==> src/rtl/tstamp_pkg.sv <==
package tstamp_pkg;
    // Register word indices (timestamp halves must stay at words 2 and 3)
    localparam int REG_TAG   = 0;
    localparam int REG_CTRL  = 1;
    localparam int REG_FR_HI = 2;
    localparam int REG_FR_LO = 3;
    localparam int REG_DN_HI = 4;
    localparam int REG_DN_LO = 5;

    // Control word bit positions
    localparam int CTRL_EN_BIT   = 0;
    localparam int CTRL_IE_BIT   = 1;
    localparam int CTRL_PEND_BIT = 2;
    localparam int CTRL_W        = 3;

    typedef enum logic [1:0] {
        DN_IDLE    = 2'd0,
        DN_RUN     = 2'd1,
        DN_EXPIRED = 2'd2
    } dn_state_e;
endpackage

==> src/rtl/tstamp_fr_counter.sv <==
module tstamp_fr_counter #(
    parameter int WORD_W = 32
) (
    input  logic                clk,
    input  logic                rst_n,
    input  logic                tick_en,
    input  logic                wr_hi,
    input  logic                wr_lo,
    input  logic                rd_lo,
    input  logic [WORD_W-1:0]   wdata,
    output logic [2*WORD_W-1:0] count,
    output logic [WORD_W-1:0]   shadow_hi
);
    localparam int CNT_W = 2 * WORD_W;

    // Load beats increment; each half is loaded on its own
    always_ff @(posedge clk or negedge rst_n) begin
        if (!rst_n) begin
            count <= '0;
        end else if (wr_hi || wr_lo) begin
            if (wr_hi) count[CNT_W-1:WORD_W] <= wdata;
            if (wr_lo) count[WORD_W-1:0]     <= wdata;
        end else if (tick_en) begin
            count <= count + CNT_W'(1);
        end
    end

    // Snapshot of the upper half, taken when the lower half is read
    always_ff @(posedge clk or negedge rst_n) begin
        if (!rst_n) begin
            shadow_hi <= '0;
        end else if (rd_lo) begin
            shadow_hi <= count[CNT_W-1:WORD_W];
        end
    end
endmodule

==> src/rtl/tstamp_down_timer.sv <==
module tstamp_down_timer
    import tstamp_pkg::*;
#(
    parameter int WORD_W = 32
) (
    input  logic                clk,
    input  logic                rst_n,
    input  logic                tick_en,
    input  logic                run_en,
    input  logic                wr_hi,
    input  logic                wr_lo,
    input  logic [WORD_W-1:0]   wdata,
    output logic [2*WORD_W-1:0] count,
    output logic                expire
);
    localparam int CNT_W = 2 * WORD_W;

    dn_state_e state_q, state_d;
    logic      dn_wr;
    logic      do_dec;

    assign dn_wr  = wr_hi || wr_lo;
    assign do_dec = (state_q == DN_RUN) && run_en && tick_en && !dn_wr
                    && (count != '0);

    // State register
    always_ff @(posedge clk or negedge rst_n) begin
        if (!rst_n) state_q <= DN_IDLE;
        else        state_q <= state_d;
    end

    // Next state
    always_comb begin
        state_d = state_q;
        unique case (state_q)
            DN_IDLE: begin
                if (run_en && !dn_wr && (count != '0)) state_d = DN_RUN;
            end
            DN_RUN: begin
                if (!run_en)                       state_d = DN_IDLE;
                else if (expire)                   state_d = DN_EXPIRED;
                else if (!dn_wr && count == '0)    state_d = DN_IDLE;
            end
            DN_EXPIRED: begin
                if (!run_en || dn_wr)              state_d = DN_IDLE;
            end
            default:                               state_d = DN_IDLE;
        endcase
    end

    // Outputs: expiry strobe on the 1 -> 0 tick
    always_comb begin
        expire = do_dec && (count == CNT_W'(1));
    end

    // Count register
    always_ff @(posedge clk or negedge rst_n) begin
        if (!rst_n) begin
            count <= '0;
        end else if (dn_wr) begin
            if (wr_hi) count[CNT_W-1:WORD_W] <= wdata;
            if (wr_lo) count[WORD_W-1:0]     <= wdata;
        end else if (do_dec) begin
            count <= count - CNT_W'(1);
        end
    end
endmodule

==> src/rtl/tstamp_ctrl_regs.sv <==
module tstamp_ctrl_regs
    import tstamp_pkg::*;
(
    input  logic              clk,
    input  logic              rst_n,
    input  logic              wr_ctrl,
    input  logic              rd_ctrl,
    input  logic [CTRL_W-1:0] wdata,
    input  logic              expire,
    output logic              en_q,
    output logic              ie_q,
    output logic              pend_q,
    output logic              irq
);
    always_ff @(posedge clk or negedge rst_n) begin
        if (!rst_n) begin
            en_q <= 1'b0;
            ie_q <= 1'b0;
        end else if (wr_ctrl) begin
            en_q <= wdata[CTRL_EN_BIT];
            ie_q <= wdata[CTRL_IE_BIT];
        end
    end

    // Expiry wins over both clearing paths
    always_ff @(posedge clk or negedge rst_n) begin
        if (!rst_n) begin
            pend_q <= 1'b0;
        end else if (expire) begin
            pend_q <= 1'b1;
        end else if (wr_ctrl && !wdata[CTRL_PEND_BIT]) begin
            pend_q <= 1'b0;
        end else if (rd_ctrl) begin
            pend_q <= 1'b0;
        end
    end

    always_comb begin
        irq = pend_q && ie_q;
    end
endmodule

==> src/rtl/tstamp_timer.sv <==
module tstamp_timer
    import tstamp_pkg::*;
#(
    parameter int          WORD_W    = 32,
    parameter int          ADDR_W    = 3,
    parameter logic [31:0] TAG_VALUE = 32'h7D3E_0A11
) (
    input  logic              clk,
    input  logic              rst_n,
    input  logic              tick_en,
    input  logic [ADDR_W-1:0] bus_addr,
    input  logic              bus_we,
    input  logic              bus_re,
    input  logic [WORD_W-1:0] bus_wdata,
    output logic [WORD_W-1:0] bus_rdata,
    output logic              irq
);
    localparam int CNT_W = 2 * WORD_W;

    logic sel_ctrl, sel_fr_hi, sel_fr_lo, sel_dn_hi, sel_dn_lo;
    logic [CNT_W-1:0]  fr_count;
    logic [WORD_W-1:0] fr_shadow;
    logic [CNT_W-1:0]  dn_count;
    logic              dn_expire;
    logic              en_q, ie_q, pend_q;

    assign sel_ctrl  = (bus_addr == ADDR_W'(REG_CTRL));
    assign sel_fr_hi = (bus_addr == ADDR_W'(REG_FR_HI));
    assign sel_fr_lo = (bus_addr == ADDR_W'(REG_FR_LO));
    assign sel_dn_hi = (bus_addr == ADDR_W'(REG_DN_HI));
    assign sel_dn_lo = (bus_addr == ADDR_W'(REG_DN_LO));

    tstamp_fr_counter #(.WORD_W(WORD_W)) u_fr (
        .clk      (clk),
        .rst_n    (rst_n),
        .tick_en  (tick_en),
        .wr_hi    (bus_we && sel_fr_hi),
        .wr_lo    (bus_we && sel_fr_lo),
        .rd_lo    (bus_re && sel_fr_lo),
        .wdata    (bus_wdata),
        .count    (fr_count),
        .shadow_hi(fr_shadow)
    );

    tstamp_down_timer #(.WORD_W(WORD_W)) u_dn (
        .clk    (clk),
        .rst_n  (rst_n),
        .tick_en(tick_en),
        .run_en (en_q),
        .wr_hi  (bus_we && sel_dn_hi),
        .wr_lo  (bus_we && sel_dn_lo),
        .wdata  (bus_wdata),
        .count  (dn_count),
        .expire (dn_expire)
    );

    tstamp_ctrl_regs u_ctrl (
        .clk    (clk),
        .rst_n  (rst_n),
        .wr_ctrl(bus_we && sel_ctrl),
        .rd_ctrl(bus_re && sel_ctrl),
        .wdata  (bus_wdata[CTRL_W-1:0]),
        .expire (dn_expire),
        .en_q   (en_q),
        .ie_q   (ie_q),
        .pend_q (pend_q),
        .irq    (irq)
    );

    // Combinational read mux
    always_comb begin
        bus_rdata = '0;
        case (bus_addr)
            ADDR_W'(REG_TAG):   bus_rdata = WORD_W'(TAG_VALUE);
            ADDR_W'(REG_CTRL): begin
                bus_rdata[CTRL_EN_BIT]   = en_q;
                bus_rdata[CTRL_IE_BIT]   = ie_q;
                bus_rdata[CTRL_PEND_BIT] = pend_q;
            end
            ADDR_W'(REG_FR_HI): bus_rdata = fr_shadow;
            ADDR_W'(REG_FR_LO): bus_rdata = fr_count[WORD_W-1:0];
            ADDR_W'(REG_DN_HI): bus_rdata = dn_count[CNT_W-1:WORD_W];
            ADDR_W'(REG_DN_LO): bus_rdata = dn_count[WORD_W-1:0];
            default:            bus_rdata = '0;
        endcase
    end
endmodule

==> config.mk <==
export PLATFORM = sky130hd
export DESIGN_NAME = tstamp_timer
export DESIGN_NICKNAME = d
export VERILOG_FILES = /design/src/rtl/tstamp_pkg.sv /design/src/rtl/tstamp_fr_counter.sv /design/src/rtl/tstamp_down_timer.sv /design/src/rtl/tstamp_ctrl_regs.sv /design/src/rtl/tstamp_timer.sv
export SDC_FILE = /design/constraint.sdc
export NUM_CORES = 1
export LEC_CHECK = 0
export BUFFER_PORTS_ARGS = -buffer_cell sky130_fd_sc_hd__buf_2
export CAP_MARGIN = 5
export CORE_MARGIN = 1.5
export CORE_UTILIZATION = 45
export DETAILED_ROUTE_END_ITERATION = 10
export PLACE_DENSITY = 0.72
export SYNTH_ARGS = -nofsm -noshare
export SYNTH_HDL_FRONTEND = slang
export SYNTH_SLANG_ARGS = --single-unit
==> constraint.sdc <==
create_clock -name clk -period 3.1 [get_ports clk]
set_clock_uncertainty 0.1 [all_clocks]
set_input_delay 0.31 -clock clk [delete_from_list [all_inputs] [get_ports clk]]
set_output_delay 0.31 -clock clk [all_outputs]
set_load 0.05 [all_outputs]
* After elaboration in Yosys (flattened, before gate mapping)
Cells that the tools add are included.
** Storage, ports and cells
- Bits of input ports :: 40
- Flip-flop bits (word level) :: 165
- Output and inout bits :: 33
- Word-level logic and storage cells :: 80
** Cells by class
- Reductions and logical operators :: 35
- Equal/unequal tests :: 15
- Add/subtract/negate cells :: 2
- Multiplexer cells :: 19
** Operator list (number)
- $mux 64 :: 4
- $pmux 29 s5 :: 1
- $mux 32 :: 4
- $add 64x1->64 const B :: 1
- $eq 64x1->1 const B :: 1
- $logic_not 64->1 :: 1
- $reduce_bool 64->1 :: 1
- $sub 64x1->64 const B :: 1
- $pmux 3 s6 :: 1
- $logic_and 1x1->1 :: 17
- $ne 2x1->1 const B :: 6
- $mux 2 :: 5
- $reduce_and 2->1 :: 4
- $eq 3x2->1 const B :: 2
- $eq 3x3->1 const B :: 2
- $pmux 2 s3 :: 1
- $ne 4x4->1 const B :: 1
- $reduce_bool 2->1 :: 2
- $eq 3x1->1 const B :: 1
- $logic_not 1->1 :: 3
- $logic_not 3->1 :: 1
- $logic_or 1x1->1 :: 3
- $mux 1 :: 3
- $reduce_and 3->1 :: 1
- other kinds (4) :: 4

* Logic depth before layout (Yosys ltp)
- Depth in word-level cells :: 10
- Gate-level depth with buffers :: 9
- Depth with buffers taken out :: 8

* By module
Synthesis repeated with hierarchy kept, for this count alone.
** Unflattened totals
- Cell total of the unflattened synthesis :: 1326
- Area total of the unflattened synthesis :: 11408.4 um^2
** Modules (own cells, without submodules)
- tstamp_fr_counter :: area an instance 5392.7 um^2, cells each 587, seq. area each 2402.3 um^2, times used 1
- tstamp_down_timer :: area an instance 4688.2 um^2, cells each 561, seq. area each 1651.6 um^2, times used 1
- tstamp_timer :: area an instance 1204.9 um^2, cells each 169, seq. area each 0.0 um^2, times used 1
- tstamp_ctrl_regs :: area an instance 122.6 um^2, cells each 9, seq. area each 75.1 um^2, times used 1

* Worst setup path before layout
Ideal clock, no wire load.
- Path kind :: input to output
- Start point :: in bus_addr[0]
- End point :: out bus_rdata[0]
- Buffers on the path :: 3
- Data required time :: 2690 ps
- Data arrival time :: 2690 ps
- Path slack :: 0 ps
- Stages :: 5
- Cell sequence :: buf_1 > clkbuf_1 > buf_1 > nor3_1 > o32ai_1
** Between the ends
- Cells in the longest elaborated chain, start to end :: 2
- Elaborated cells between the ends (all ways) :: 7
- Those cells by class :: eq/ne: 5; mux: 1; reduce/logical: 1
** Ends and longest elaborated chain
- start: declaration :: RTL line tstamp_timer.sv:11 : input logic [ADDR_W-1:0] bus_addr,
- $eq 3x3->1 (tied with other cells) :: RTL line tstamp_timer.sv:73 : case (bus_addr)
- $pmux 3 s6 (*) :: RTL line tstamp_timer.sv:73
- end: declaration :: RTL line tstamp_timer.sv:15 : output logic [WORD_W-1:0] bus_rdata,
Mark *: on every way between the ends. The rest lies on a longest branch, timed or not.

* Worst setup path after layout
- Start point :: reg u_dn.count[19]
- End point :: reg u_dn.count[50]
** Between the ends
- Cells in the longest elaborated chain, start to end :: 4
- Elaborated cells between the ends (all ways) :: 7
- Those cells by class :: add/sub: 1; mux: 2; reduce/logical: 4
** Ends and longest elaborated chain
- start: declaration :: RTL line tstamp_down_timer.sv:13 : output logic [2*WORD_W-1:0] count,
- start signal: indexed assignment :: RTL line tstamp_down_timer.sv:61 : if (wr_hi) count[CNT_W-1:WORD_W] <= wdata;
- start signal: indexed assignment :: RTL line tstamp_down_timer.sv:62 : if (wr_lo) count[WORD_W-1:0] <= wdata;
- start signal: assignment :: RTL line tstamp_down_timer.sv:64 : count <= count - CNT_W'(1);
- branches (longest 4 deep; another with $sub 64x1->64)
Several ways; the timed one is not identified. The select of a mux whose other input is x is not followed.
A chain may end at the register's enable or synchronous reset.

==> metrics.md <==
| Metric | Value |
|---|---|
| DRC viols | 0 |
| Number of synthesis warnings | 0 |
| Slew Viols, Final | 0 |
| Crit-path max FO | 9 |
| Final setup viols | 0 |
| CP Data Arrival Time | ~3.2 ns |
| # nets final | about 1400 |
| Clk slew on worst S/H paths | ~0.070 ns |
| Post-DP Area | between 10000 and 15000 um^2 |
| Gr usage total | 0.3324 |
| Top_reg_cell synth | dfrtp_1 |
| Vias in the first global route | roughly 11000 |
| Diode count | 0 |
| WL per Instance | between 20 and 25 um |
| Num CTS Buffers | 17 |
| GP Congestion | 0.9809 |
| Post-synth EDFFs | 0 |
| Synthesized area per cell | approximately 8.6 um^2 |
| Initial Utilization | 0.4599 |
| Worst r2r dst | u_dn.count[50]$_DFFE_PN0P_ |
| Iteration-0 DRC Markers | approximately 1500 |
| Crit share post-route | 0.9647 |
| Tmin final | between 2 and 3 ns |
| Status | finished, final reports clean |
| Die X-Extent | approximately 160 um |
| Vert. Die Dim | around 160 um |
| Initial DRT Pass Iterations | 6 |
| Hold Startpoint | bus_wdata[29] |
| CTS max path bufs | 2 |
| TritonCTS Sinks | about 170 |
| Hold Worst Slack | ~0.076 ns |
| Rows | 56 |
| Ports | 73 |
| Place WS | 0.1685 ns |
| Maximum clock frequency | between 300 and 400 MHz |
| Final Cell Area | between 10000 and 15000 um^2 |
| Post-CTS Setup Bufs | 0 |
| Htree depth | 4 |
| Die footprint | 24930 um^2 |
| Filler cell count | 2182 |
| Max-cap violation count | 0 |
| Synth Register Bits | approximately 170 |
| R2r setup slk | 0.11 ns |
| Syn_nets | roughly 1300 |
| WP data required | 3.32 ns |
| Routed Antenna Nets | 0 |
| PwrDens | about 700 nW/um^2 |
| First-pass GRT wire length | ~62 mm |
| Count of port buffers added during placement | slightly above 70 |
| Leakage power | around 5.0 nW |
| Post-DP HPWL | about 30 mm |
| Fin. Hold Viols | 0 |
| Crit start category | flip-flop |
| Slew HR | 0.4537 |
| Yosys top cell area share | 0.3825 |
| Least-Margin Pin Slew | 0.8195 ns |
| Core ar. | 23470 um^2 |
| Dominant cell type by area after synthesis | dfrtp_1 |
| Clk Latency, worst-skew pair | roughly 0.44 ns |
| Area Growth Syn to Fin | 15.29% |
| Post-synth ARST share | 1.000 |
| Total gr overflow | 0 |
| Mapped Area | approximately 11000 um^2 |
| Worst reg2reg path startpoint | u_dn.count[19]$_DFFE_PN0P_ |
| Worst Hold Depth | 3 |
| Hold Crit Class | in2reg |
| Most frequent cell after synthesis | dfrtp_1 |
| PnR worst setup slack | approximately 0.11 ns |
| Ratio of cells with drive above 1 in the final layout | 0.1978 |
| CTS tree | built |
| Unrepaired setup endpoints after global routing | no |
| DR vias | roughly 12000 |
| Count of cell types in the netlist | between 60 and 70 |
| Critical Path Sink Type | flip-flop |
| Initial antenna violation count | 0 |
| Largest net degree at the start of global routing | 79 |
| Synth cell count leaders | 165 x dfrtp_1, 122 x a21oi_1, 118 x nor2_1, 92 x nand2_1, 79 x clkbuf_1 |
| Register area | roughly 4100 um^2 |
| Via density | ~7 |
| DRT Wirelength | about 40 mm |
| Final setup TNS | 0 ns |
| Worst VDD drop | approximately 0.34 mV |
| Post-synthesis sequential area ratio | 0.3825 |
| CP Class | reg2reg |
| Clk root buf | clkbuf_16 |
| Min-Delay Endpoint | u_fr.count[29]$_DFFE_PN0P_ |
| Cells after synthesis | approximately 1300 |
| Area of the multi-input gates | roughly 6200 um^2 |
| Reg2reg path depth | 6 |
| Ranking of synthesized cells by area | dfrtp_1 38%, a21oi_1 5.7%, mux2_2 4.9% |
state kept, by name, summed over array words and instances (netlist names):
name and count:
u_dn.count 64, u_fr.count 64, u_fr.shadow_hi 32, u_dn.state_q 2, u_ctrl.en_q 1, u_ctrl.ie_q 1, u_ctrl.pend_q 1
where the power goes:
part / internal (mW) / switching [mW] / total (mW)
registers: 2.81 / 0.864 / 3.67
logic: 1.10 / 1.59 / 2.69
clock network: 1.11 / 0.992 / 2.11
total: 5.02 / 3.45 / 8.47
per-layer routing:
metal  GRT usage  share of wire  vias to the layer above
li1            -              -                     5036
met1      0.4337           0.38                     5521
met2      0.5186           0.46                      768
met3     0.07336           0.11                      181
met4      0.1685          0.052                        0
met5           0              0                        -
critical path, stage by stage, from the launching register on:
cell and delay [ns]:
dfrtp_1 0.43, or4_1 0.55, or4_1 0.56, or3_1 0.57, o21ai_0 0.26, o21ai_0 0.14, a22o_1 0.26
repair_timing:
action,4_1_cts,5_1_grt
hold buffers,1,0
endpoints found under the hold margin,74,0
gates resized for setup,0,2
endpoints found under the setup margin,0,3
area by class of cell:
| type | count | area share |
|---|---|---|
| Clock inverter | 15 | 0.01035 |
| Tap cell | 319 | 0.03207 |
| Sequential cell | 165 | 0.3318 |
| Timing Repair Buffer | 157 | 0.08596 |
| Clock buffer | 17 | 0.03418 |
| Inverter | 15 | 0.004524 |
| Multi-Input combinational cell | 981 | 0.5012 |
layout by cell type (no fill, tap or decap), types with 20 or more instances in the layout:
cell type,Yosys,layout
dfrtp_1,165,165
a21oi_1,122,122
nor2_1,118,117
nand2_1,92,91
buf_4,0,79
buf_2,7,71
o22ai_1,66,66
nor3_1,48,48
mux2_2,47,47
o21ai_0,46,46
o22a_1,43,43
nand3_1,38,37
a31oi_1,36,36
mux2i_1,35,35
a22oi_1,29,29
nor4_1,26,25
nand4_1,24,24
o2bb2ai_1,20,20
through the flow:
stage / std cells / power [mW] / utilization
2_1_floorplan: 1261 / 5.217 / -
3_3_place_gp: 1636 / 6.214 / 0.5058
3_5_place_dp: 1636 / 6.292 / 0.5058
4_1_cts: 1669 / 8.374 / 0.5299
5_1_grt: 1669 / 8.841 / 0.5302
6_report: 1669 / 8.473 / 0.5302
how the worst max path moves through the flow:
| stage | cells after the start | to | slack (ns) | from |
|---|---|---|---|---|
| 4_1_cts | 6 | u_dn.count[60]$_DFFE_PN0P_ | 0.15 | u_dn.count[27]$_DFFE_PN0P_ |
| 6_report | 6 | u_dn.count[50]$_DFFE_PN0P_ | 0.11 | u_dn.count[19]$_DFFE_PN0P_ |
| 3_5_place_dp | 6 | u_dn.count[60]$_DFFE_PN0P_ | 0.17 | u_dn.count[27]$_DFFE_PN0P_ |
| 2_1_floorplan | 5 | bus_rdata[0] | 0.0003 | bus_addr[0] |
| 3_3_place_gp | 6 | u_dn.count[37]$_DFFE_PN0P_ | 0.21 | u_dn.count[27]$_DFFE_PN0P_ |
| 5_1_grt | 9 | u_dn.count[58]$_DFFE_PN0P_ | 0.03 | u_dn.count[1]$_DFFE_PN0P_ |
logic make-up (layout without fill, tap and decap cells):
group,count (synthesis),after routing,share of synthesized area
buffers and inverters,115,204,0.04219
and+or+nand+nor,444,444,0.2114
adders and majority gates,3,3,0.003477
muxes,82,82,0.08148
AOI/OAI and AO/OA,451,451,0.2782
xor gates and xnor gates,1,1,0.0008115
DFF,165,165,0.3825
(Power assumes the default switching activity.)
